===== src/rtl/vtlb_pkg.sv =====
package vtlb_pkg;
  typedef struct packed {
    logic lookupAcc;
    logic hitTouch;
    logic fill;
    logic flush;
    logic walking;
  } ctrlStrb_t;
endpackage


===== src/rtl/vtlb_ctrl.sv =====
module vtlb_ctrl
  import vtlb_pkg::*;
(
  input  logic      clk,
  input  logic      rstN,
  input  logic      reqValid,
  input  logic      flushAll,
  input  logic      hit,
  input  logic      memRdValid,
  input  logic      pteOk,
  output ctrlStrb_t strb,
  output logic      busy,
  output logic      memRdEn,
  output logic      respDone,
  output logic      pageFault
);
  typedef enum logic {ST_IDLE, ST_WALK} state_t;
  state_t stateQ, stateD;

  always_comb begin
    strb.walking   = (stateQ == ST_WALK);
    strb.lookupAcc = reqValid && (stateQ == ST_IDLE);
    strb.hitTouch  = strb.lookupAcc && hit;
    strb.fill      = strb.walking && memRdValid && pteOk;
    strb.flush     = flushAll;
    stateD = stateQ;
    if (strb.lookupAcc && !hit) stateD = ST_WALK;
    if (strb.walking && memRdValid) stateD = ST_IDLE;
  end

  always_ff @(posedge clk or negedge rstN) begin
    if (!rstN) stateQ <= ST_IDLE;
    else       stateQ <= stateD;
  end

  assign busy      = strb.walking;
  assign memRdEn   = strb.walking;
  assign respDone  = strb.hitTouch || (strb.walking && memRdValid);
  assign pageFault = strb.walking && memRdValid && !pteOk;

  a_r5_fault_with_done: assert property (@(posedge clk) disable iff (!rstN)
    pageFault |-> respDone);
  a_r3_hold_until_data: assert property (@(posedge clk) disable iff (!rstN)
    busy && !memRdValid |=> busy);
  a_r10_no_accept_busy: assert property (@(posedge clk) disable iff (!rstN)
    busy |-> !strb.lookupAcc);
endmodule


===== src/rtl/vtlb_datapath.sv =====
module vtlb_datapath
  import vtlb_pkg::*;
#(
  parameter int VA_W    = 8,
  parameter int PA_W    = 7,
  parameter int OFF_W   = 4,
  parameter int ENTRIES = 3,
  parameter int CNT_W   = 16
) (
  input  logic                    clk,
  input  logic                    rstN,
  input  ctrlStrb_t               strb,
  input  logic [VA_W-1:0]         reqVaddr,
  input  logic                    baseWe,
  input  logic [PA_W-OFF_W-1:0]   baseFrame,
  input  logic [7:0]              memRdData,
  output logic                    hit,
  output logic                    pteOk,
  output logic [PA_W-1:0]         respPaddr,
  output logic [PA_W-1:0]         memRdAddr,
  output logic [CNT_W-1:0]        hitCount,
  output logic [CNT_W-1:0]        lookupCount
);
  localparam int VPN_W = VA_W - OFF_W;
  localparam int PFN_W = PA_W - OFF_W;
  localparam int IDX_W = (ENTRIES > 1) ? $clog2(ENTRIES) : 1;
  localparam int AGE_W = IDX_W;

  logic [ENTRIES-1:0] validQ;
  logic [VPN_W-1:0]   vpnQ [ENTRIES];
  logic [PFN_W-1:0]   pfnQ [ENTRIES];
  logic [AGE_W-1:0]   ageQ [ENTRIES];
  logic [VPN_W-1:0]   walkVpnQ;
  logic [OFF_W-1:0]   walkOffQ;
  logic [PFN_W-1:0]   baseQ;

  logic [ENTRIES-1:0] matchVec, mruVec;
  logic [IDX_W-1:0]   hitIdx, victimIdx, touchIdx;
  logic [PFN_W-1:0]   hitPfn;
  logic               touchEn;
  logic [VPN_W-1:0]   reqVpn;

  assign reqVpn = reqVaddr[VA_W-1:OFF_W];

  for (genvar g = 0; g < ENTRIES; g++) begin : g_cmp
    assign matchVec[g] = validQ[g] && (vpnQ[g] == reqVpn);
    assign mruVec[g]   = (ageQ[g] == '0);
  end

  always_comb begin
    hitIdx = '0;
    hitPfn = '0;
    victimIdx = '0;
    for (int i = 0; i < ENTRIES; i++) begin
      if (matchVec[i]) begin
        hitIdx = IDX_W'(i);
        hitPfn = pfnQ[i];
      end
      if (ageQ[i] == AGE_W'(ENTRIES - 1)) victimIdx = IDX_W'(i);
    end
    for (int i = ENTRIES - 1; i >= 0; i--)
      if (!validQ[i]) victimIdx = IDX_W'(i);
  end

  assign hit      = |matchVec;
  assign pteOk    = memRdData[7] && (memRdData[6:PFN_W] == '0);
  assign touchEn  = (strb.hitTouch || strb.fill) && !strb.flush;
  assign touchIdx = strb.fill ? victimIdx : hitIdx;

  always_ff @(posedge clk or negedge rstN) begin
    if (!rstN) begin
      validQ <= '0;
      for (int i = 0; i < ENTRIES; i++) begin
        vpnQ[i] <= '0;
        pfnQ[i] <= '0;
        ageQ[i] <= AGE_W'(i);
      end
    end else if (strb.flush) begin
      validQ <= '0;
      for (int i = 0; i < ENTRIES; i++) ageQ[i] <= AGE_W'(i);
    end else if (touchEn) begin
      for (int i = 0; i < ENTRIES; i++) begin
        if (IDX_W'(i) == touchIdx)          ageQ[i] <= '0;
        else if (ageQ[i] < ageQ[touchIdx])  ageQ[i] <= ageQ[i] + AGE_W'(1);
      end
      if (strb.fill) begin
        validQ[victimIdx] <= 1'b1;
        vpnQ[victimIdx]   <= walkVpnQ;
        pfnQ[victimIdx]   <= memRdData[PFN_W-1:0];
      end
    end
  end

  always_ff @(posedge clk or negedge rstN) begin
    if (!rstN) begin
      walkVpnQ    <= '0;
      walkOffQ    <= '0;
      baseQ       <= '1;
      hitCount    <= '0;
      lookupCount <= '0;
    end else begin
      if (strb.lookupAcc) begin
        walkVpnQ    <= reqVpn;
        walkOffQ    <= reqVaddr[OFF_W-1:0];
        lookupCount <= lookupCount + CNT_W'(1);
      end
      if (strb.hitTouch) hitCount <= hitCount + CNT_W'(1);
      if (baseWe) baseQ <= baseFrame;
    end
  end

  assign memRdAddr = {baseQ, {OFF_W{1'b0}}} + PA_W'(walkVpnQ);
  assign respPaddr = strb.walking ? {memRdData[PFN_W-1:0], walkOffQ}
                                  : {hitPfn, reqVaddr[OFF_W-1:0]};

  a_r6_single_mru: assert property (@(posedge clk) disable iff (!rstN)
    $countones(mruVec) == 1);
  a_r6_unique_match: assert property (@(posedge clk) disable iff (!rstN)
    $onehot0(matchVec));
  a_r8_flush_clears: assert property (@(posedge clk) disable iff (!rstN)
    strb.flush |=> validQ == '0);
  a_r9_lookup_count: assert property (@(posedge clk) disable iff (!rstN)
    strb.lookupAcc |=> lookupCount == $past(lookupCount) + CNT_W'(1));
  a_r10_walk_vpn_stable: assert property (@(posedge clk) disable iff (!rstN)
    strb.walking && $past(strb.walking) |-> $stable(walkVpnQ));
endmodule


===== src/rtl/vtlb_xlate.sv =====
module vtlb_xlate
  import vtlb_pkg::*;
#(
  parameter int VA_W    = 8,
  parameter int PA_W    = 7,
  parameter int OFF_W   = 4,
  parameter int ENTRIES = 3,
  parameter int CNT_W   = 16
) (
  input  logic                  clk,
  input  logic                  rstN,
  input  logic                  reqValid,
  input  logic [VA_W-1:0]       reqVaddr,
  input  logic                  flushAll,
  input  logic                  baseWe,
  input  logic [PA_W-OFF_W-1:0] baseFrame,
  output logic                  respDone,
  output logic [PA_W-1:0]       respPaddr,
  output logic                  pageFault,
  output logic                  busy,
  output logic                  memRdEn,
  output logic [PA_W-1:0]       memRdAddr,
  input  logic                  memRdValid,
  input  logic [7:0]            memRdData,
  output logic [CNT_W-1:0]      hitCount,
  output logic [CNT_W-1:0]      lookupCount
);
  ctrlStrb_t strb;
  logic      hit, pteOk;

  vtlb_ctrl u_ctrl (
    .clk, .rstN, .reqValid, .flushAll, .hit, .memRdValid, .pteOk,
    .strb, .busy, .memRdEn, .respDone, .pageFault
  );

  vtlb_datapath #(
    .VA_W(VA_W), .PA_W(PA_W), .OFF_W(OFF_W), .ENTRIES(ENTRIES), .CNT_W(CNT_W)
  ) u_dp (
    .clk, .rstN, .strb, .reqVaddr, .baseWe, .baseFrame, .memRdData,
    .hit, .pteOk, .respPaddr, .memRdAddr, .hitCount, .lookupCount
  );
endmodule


===== config.mk =====
export PLATFORM = sky130hd
export DESIGN_NAME = vtlb_xlate
export DESIGN_NICKNAME = d
export VERILOG_FILES = /design/src/rtl/vtlb_pkg.sv /design/src/rtl/vtlb_ctrl.sv /design/src/rtl/vtlb_datapath.sv /design/src/rtl/vtlb_xlate.sv
export SDC_FILE = /design/constraint.sdc
export NUM_CORES = 1
export LEC_CHECK = 0
export CORE_ASPECT_RATIO = 0.5
export CORE_MARGIN = 3
export CORE_UTILIZATION = 35
export CTS_BUF_LIST = sky130_fd_sc_hd__clkbuf_8
export CTS_CLUSTER_DIAMETER = 50
export DETAILED_ROUTE_END_ITERATION = 8
export GPL_TIMING_DRIVEN = 0
export SLEW_MARGIN = 10
export SYNTH_ARGS = -nofsm -noshare
export SYNTH_HDL_FRONTEND = slang
export SYNTH_SLANG_ARGS = --single-unit

===== constraint.sdc =====
create_clock -name clk -period 3.3 [get_ports clk]
set_input_delay 0.495 -clock clk [delete_from_list [all_inputs] [get_ports clk]]
set_output_delay 0.495 -clock clk [all_outputs]
set_load 0.02 [all_outputs]

# Word-level counts from Yosys, hierarchy flattened

Index checks and enable logic that the tools add are counted.

Register bits after elaboration: 74
Bits in latches: 0
Bits in writable memories: 0
ROM bits: 0
Input bits: 25
Output and inout bits: 50
Memories kept: 0

Add/sub/neg operators: 6
$mul: 0
Div/mod/pow operators: 0
Magnitude comparators: 8
Equality and inequality tests: 7
Shift operators: 0
Mux-type cells: 36
Bitwise logic cells: 5
Reductions and logical operators: 32

Operator list:

| kind                                                     | count |
|---|---|
| adder 16 x 1 -> 16 bit, second input constant            | 2 |
| 2-to-1 mux 2 bit                                         | 14 |
| 2-to-1 mux 3 bit                                         | 7 |
| logical AND 1 bit                                        | 13 |
| bitwise mux 12 bit                                       | 1 |
| == test 4 bit                                            | 3 |
| 2-to-1 mux 6 bit                                         | 2 |
| bitwise mux 9 bit                                        | 1 |
| nonzero test 3 bit                                       | 3 |
| demux 4 bit (select 2 bit)                               | 1 |
| AND reduction 2 bit                                      | 4 |
| adder 7 x 4 -> 7 bit                                     | 1 |
| 2-to-1 mux 7 bit                                         | 1 |
| adder 2 x 1 -> 2 bit, second input constant              | 3 |
| demux 3 bit (select 2 bit)                               | 1 |
| greater-or-equal comparator 3 bit, second input constant | 2 |
| less-than comparator 2 bit                               | 3 |
| NOT 2 -> 3 bit                                           | 2 |
| nonzero test 2 bit                                       | 3 |
| 2-to-1 mux 1 bit                                         | 5 |
| binary-select mux 2 bit (select 2 bit)                   | 1 |
| == test 2 bit, second input constant                     | 2 |
| logical NOT 4 bit                                        | 1 |
| 2-to-1 mux 4 bit                                         | 1 |
| other kinds (13)                                         | 17 |

# Longest topological paths before layout

Word-level depth: 16
Mapped depth: 10

# Cells and area by module

A second synthesis with hierarchy kept.

Cell total of the unflattened synthesis: 328
Area, all modules: 3678.5 um^2

By module, submodules not included:

| module        | times used | cells an instance | area an instance (um^2) | seq. area each (um^2) |
|---|---|---|---|---|
| vtlb_datapath | 1          | 315               | 3579.7                  | 1833.0 |
| vtlb_ctrl     | 1          | 13                | 98.8                    | 25.0 |

# Worst setup path before layout

OpenSTA, ideal clock, no wires.

Kind: input to register
From: input memRdData[6]
To: register u_dp.ageQ[1] in the netlist's numbering
Library setup time: 0.080 ns
Data arrival time: 2.613 ns
Slack: 0.608 ns
Stages on the path: 8
Path buffers: 0
Cells stage by stage: or4b_4 > nor2_1 > nand3_1 > o22ai_1 > mux2i_1 > o21ai_0 > or2b_1 > a32o_1

Word-level cells in the longest chain between the ends: 11
Elaborated cells between the ends (all ways): 18
Those cells by class: 1 x order compare; 1 x eq/ne; 7 x mux; 1 x bitwise; 8 x reduce/logical

RTL lines:

| item                                                 | line                | source |
|---|---|---|
| from (decl)                                          | vtlb_xlate.sv:24    | `input logic [7:0] memRdData,` |
| logical NOT 4 bit (*)                                | vtlb_datapath.sv:66 | `assign pteOk = memRdData[7] && (memRdData[6:PFN_W] == '0);` |
| logical AND 1 bit (*)                                | vtlb_datapath.sv:66 |  |
| logical AND 1 bit (*)                                | vtlb_ctrl.sv:24     | `strb.fill = strb.walking && memRdValid && pteOk;` |
| 2-to-1 mux 2 bit                                     | vtlb_datapath.sv:68 | `assign touchIdx = strb.fill ? victimIdx : hitIdx;` |
| NOT 2 -> 3 bit (not written as such)                 | vtlb_datapath.sv:84 | `else if (ageQ[i] < ageQ[touchIdx]) ageQ[i] <= ageQ[i] + AGE_W'(1);` |
| binary-select mux 2 bit (select 2 bit)               | vtlb_datapath.sv:84 |  |
| 2-to-1 mux 2 bit (not written as such) (2 in series) | vtlb_datapath.sv:84 |  |
| less-than comparator 2 bit                           | vtlb_datapath.sv:84 |  |
| nonzero test 3 bit (no source line)                  | --                  |  |
| AND reduction 2 bit (no source line)                 | --                  |  |
| to (signal, indexed assignment)                      | vtlb_datapath.sv:76 | `ageQ[i] <= AGE_W'(i);` |
| to (decl)                                            | vtlb_datapath.sv:32 | `logic [AGE_W-1:0] ageQ [ENTRIES];` |

Every way passes the cells marked *; elsewhere a longest branch is shown, timed or not. The select of a mux whose other input is x is not followed.
A chain may end at the register's enable or synchronous reset.

# Final worst setup path

From: input reqVaddr[5]
To: output respPaddr[5]

Word-level cells in the longest chain between the ends: 6
Elaborated cells between the ends (all ways): 10
Those cells by class: 3 x eq/ne; 4 x mux; 3 x reduce/logical

RTL lines:

| item                           | line                 | source |
|---|---|---|
| from (decl)                    | vtlb_xlate.sv:13     | `input logic [VA_W-1:0] reqVaddr,` |
| == test 4 bit                  | vtlb_datapath.sv:46  | `assign matchVec[g] = validQ[g] && (vpnQ[g] == reqVpn);` |
| logical AND 1 bit              | vtlb_datapath.sv:46  |  |
| 2-to-1 mux 3 bit (2 in series) | vtlb_datapath.sv:55  | `if (matchVec[i]) begin` |
| 2-to-1 mux 3 bit (*)           | vtlb_datapath.sv:55  |  |
| 2-to-1 mux 7 bit (*)           | vtlb_datapath.sv:113 | `assign respPaddr = strb.walking ? {memRdData[PFN_W-1:0], walkOffQ}` |
| to (decl)                      | vtlb_xlate.sv:18     | `output logic [PA_W-1:0] respPaddr,` |

Every way passes the cells marked *; elsewhere a longest branch is shown, timed or not.

==> reports/metrics.yaml <==
clocking:
  cts_tree: "built"
  hold_buffers: 0
  clk_latency_ns: 0.34
  cts.sinks: 74
  clkTransAtPathRegs_ns: 0.08
  root_buffer: "clkbuf_8"
  cts_max_level: 3
  clockBufferDepth: 2
  numCtsBuffers: 9
logic_synthesis:
  netlist_instances: 340
  ys_seq_area_share_pct: 51.1
  avgSynthCellArea_um2: 10.7
  synth_edf_count: 0
  yosysWarningCount: 0
  synth_top_cell_by_area: "dfrtp_1"
  syn_nets: 369
  synth_seq_cells: 74
  netlist-cell-type-count: 52
  async_reset_ff_share_pct: 100
  synth_area_mm2: 0.00363
  yosys_most_used_dff: "dfrtp_1"
  netlist.area_leader.share_pct: 47.5
  synth_area_leaders: "dfrtp_1 (48%), mux2_2 (9.0%), xnor2_1 (6.3%), nand2_1 (4.8%), dfstp_2 (3.6%)"
floorplanning:
  start_util_pct: 37.2
  core_area_mm2: 0.00976
  fp.dieH_um: 78.1
  die-area_mm2: 0.0117
  rows: 25
  io_pins: 75
  die_x_um: 150
finish:
  nFillCells: 926
  register_area_mm2: 0.00186
  syn2layout_area_growth_pct: 31.4
  fin_cells: 566
  final_nets: 455
  n_antenna_cell: 0
  layout_common_cells: "clkdlybuf4s50_1 (69), dfrtp_1 (69), nand2_1 (46)"
  multiInputGateArea_mm2: 0.00170
  drive_gt1_share_pct: 16.2
power_and_ir_drop:
  finalPower_mw: 2.21
  swShare_pct: 29.6
  comb_power_share_pct: 19.7
  p_int_mw: 1.55
  p_switching_mw: 0.654
  clockPowerShare_pct: 32.2
  total_leakage_power_nw: 2.10
  vdd_drop_max_mv: 0.215
  seq_power_share_pct: 48.0
  powerDensity_mw_per_mm2: 462
global_routing:
  grt_pass1_wl_um: 13400
  grt-ovfl-total: 0
  grt_usage_pct: 14.2
  grt_pass1_vias: 2690
  antenna_found_initial: 0
  grt_max_degree: 55
sta:
  fin_ws_ns: 0.161
  hold_viol: 0
  rsz0062_at_grt: "no"
  final_min_period_over_clock_period_pct: 95.1
  worstMarginPinSlew_ns: 0.730
  max_slew_margin_pct: 51.1
  fin_hold_ws_ns: 0.0342
  final-setup-viol-count: 0
  fin_skew_ns: 0.00492
  drv_slew: 0
  min_period_ns: 3.14
  setup_tns_ns: 0
  fmax_mhz: 319
critical_path:
  cp_max_fo: 10
  worst-path-buf-inv: 4
  critPathLaunchType: "primary input"
  arrival_ns: 2.64
  crit_required_ns: 2.80
  rr_worst_depth: 10
  critical_path.max_stage_delay_ns: 0.57
  end_kind: "output pin"
  worst_path_max_delay_cell: "clkdlybuf4s50_1"
  ff2ff_setup_slack_ns: 0.55
  reg2reg_from: "u_dp.vpnQ[3]$_DFFE_PN0P_"
  rr_endpoint: "u_dp.ageQ[2]$_DFFE_PN1P_"
  cp_top_family: "buffers and inverters"
  criticalPathCategory: "primary input to output pin"
  crit_chain: "clkdlybuf4s50_1 > inv_1 > a2111o_1 > nor3_1 > buf_4 > nor2_1 > a21oi_1 > o21ai_0 > dlygate4sd2_1"
routing:
  drc_errors: 0
  dr.pass1.iters: 4
  routed_wl_um: 7820
  drt_iter0_markers: 136
  via_per_inst: 4.85
  postRouteAntennaNets: 0
  wl_per_cell_um: 13.8
  vias: 2746
placement:
  dp_cells: 550
  dp_hpwl_um: 5700
  preCtsSetupSlack_ns: -0.159
  routabilityCongestion: 0.780
  port_buffers: 74
run_status:
  status: "finished, final reports clean"
hold_path:
  worstHoldPathType: "primary input to async pin"
run:
  drv_cap: 0
[layer usage]
layer	up-vias	global-route usage (%)	wire (µm)
li1	1360	-	-
met1	1333	20.0	3920
met2	48	21.9	3520
met3	5	4.44	325
met4	0	2.74	48
met5	-	0	0
[sequential cells by signal, indices dropped and copies added, names as in the netlist, 4 cells and up]
name              count
u_dp.ageQ             6
u_dp.hitCount        16
u_dp.lookupCount     16
u_dp.pfnQ             9
u_dp.vpnQ            12
u_dp.walkOffQ         4
u_dp.walkVpnQ         4
[through the flow]
step | util (%) | area (µm²)
2_1_floorplan | - | 3630
3_3_place_gp | 46.6 | 4540
3_5_place_dp | 46.8 | 4570
4_1_cts | 48.9 | 4780
5_1_grt | 48.9 | 4780
6_report | 48.9 | 4780
[worst max-delay path by stage]
stage	from	to	slack (ns)	cells past startpoint
after floorplan	memRdData[6]	u_dp.ageQ[1]$_DFFE_PN1P_	0.61	8
after global placement	rstN	u_dp.hitCount[0]$_DFFE_PN0P_	-1.0	1
after detailed placement	reqVaddr[6]	respPaddr[5]	-0.16	10
after CTS	reqVaddr[5]	respPaddr[5]	0.18	9
after global routing	reqVaddr[5]	respPaddr[4]	0.02	9
final	reqVaddr[5]	respPaddr[5]	0.16	9
[Yosys cell counts, types with 4 or more instances]
library cell / number
nand3_1: 12
nand4_1: 9
mux2_2: 29
xnor2_1: 26
dfrtp_1: 69
nor3_1: 6
and3_1: 4
nor2_1: 24
xor2_1: 13
clkbuf_1: 7
dfstp_2: 5
nand2_1: 46
o21ai_0: 12
a21oi_1: 8
inv_1: 12
ha_1: 4
[cell type report]
type | instances | area share, %
plain buffers | 10 | 0.969
clock buffers | 9 | 2.59
clock inverters | 7 | 1.60
inverters | 12 | 0.943
multi-input cells | 244 | 35.5
flip-flops and latches | 74 | 38.9
well taps | 135 | 3.54
repair buffers | 75 | 15.9
[cells by family after synthesis]
| logic type | count (synthesis) | share of synthesized area [%] |
|---|---|---|
| compound gates | 46 | 9.12 |
| xor+xnor | 39 | 9.40 |
| fa+ha+maj | 4 | 1.38 |
| buf+inv | 22 | 2.51 |
| flops | 74 | 51.1 |
| mux | 31 | 9.54 |
| simple gates | 124 | 16.9 |
[power by group through the flow]
stage / logic [mW] / clock network [mW] / registers [mW]
6_report: 0.436 / 0.712 / 1.06
5_1_grt: 0.480 / 0.792 / 1.08
3_3_place_gp: 0.439 / 0 / 1.08
3_5_place_dp: 0.446 / 0 / 1.08
4_1_cts: 0.444 / 0.742 / 1.06
2_1_floorplan: 0.166 / 0 / 1.12
[what timing repair did]
item	in CTS	in global routing
resized for setup	7	0
setup endpoints to repair	4	0
setup buffers	0	0
Note: power is estimated with default switching activity, not from simulation.
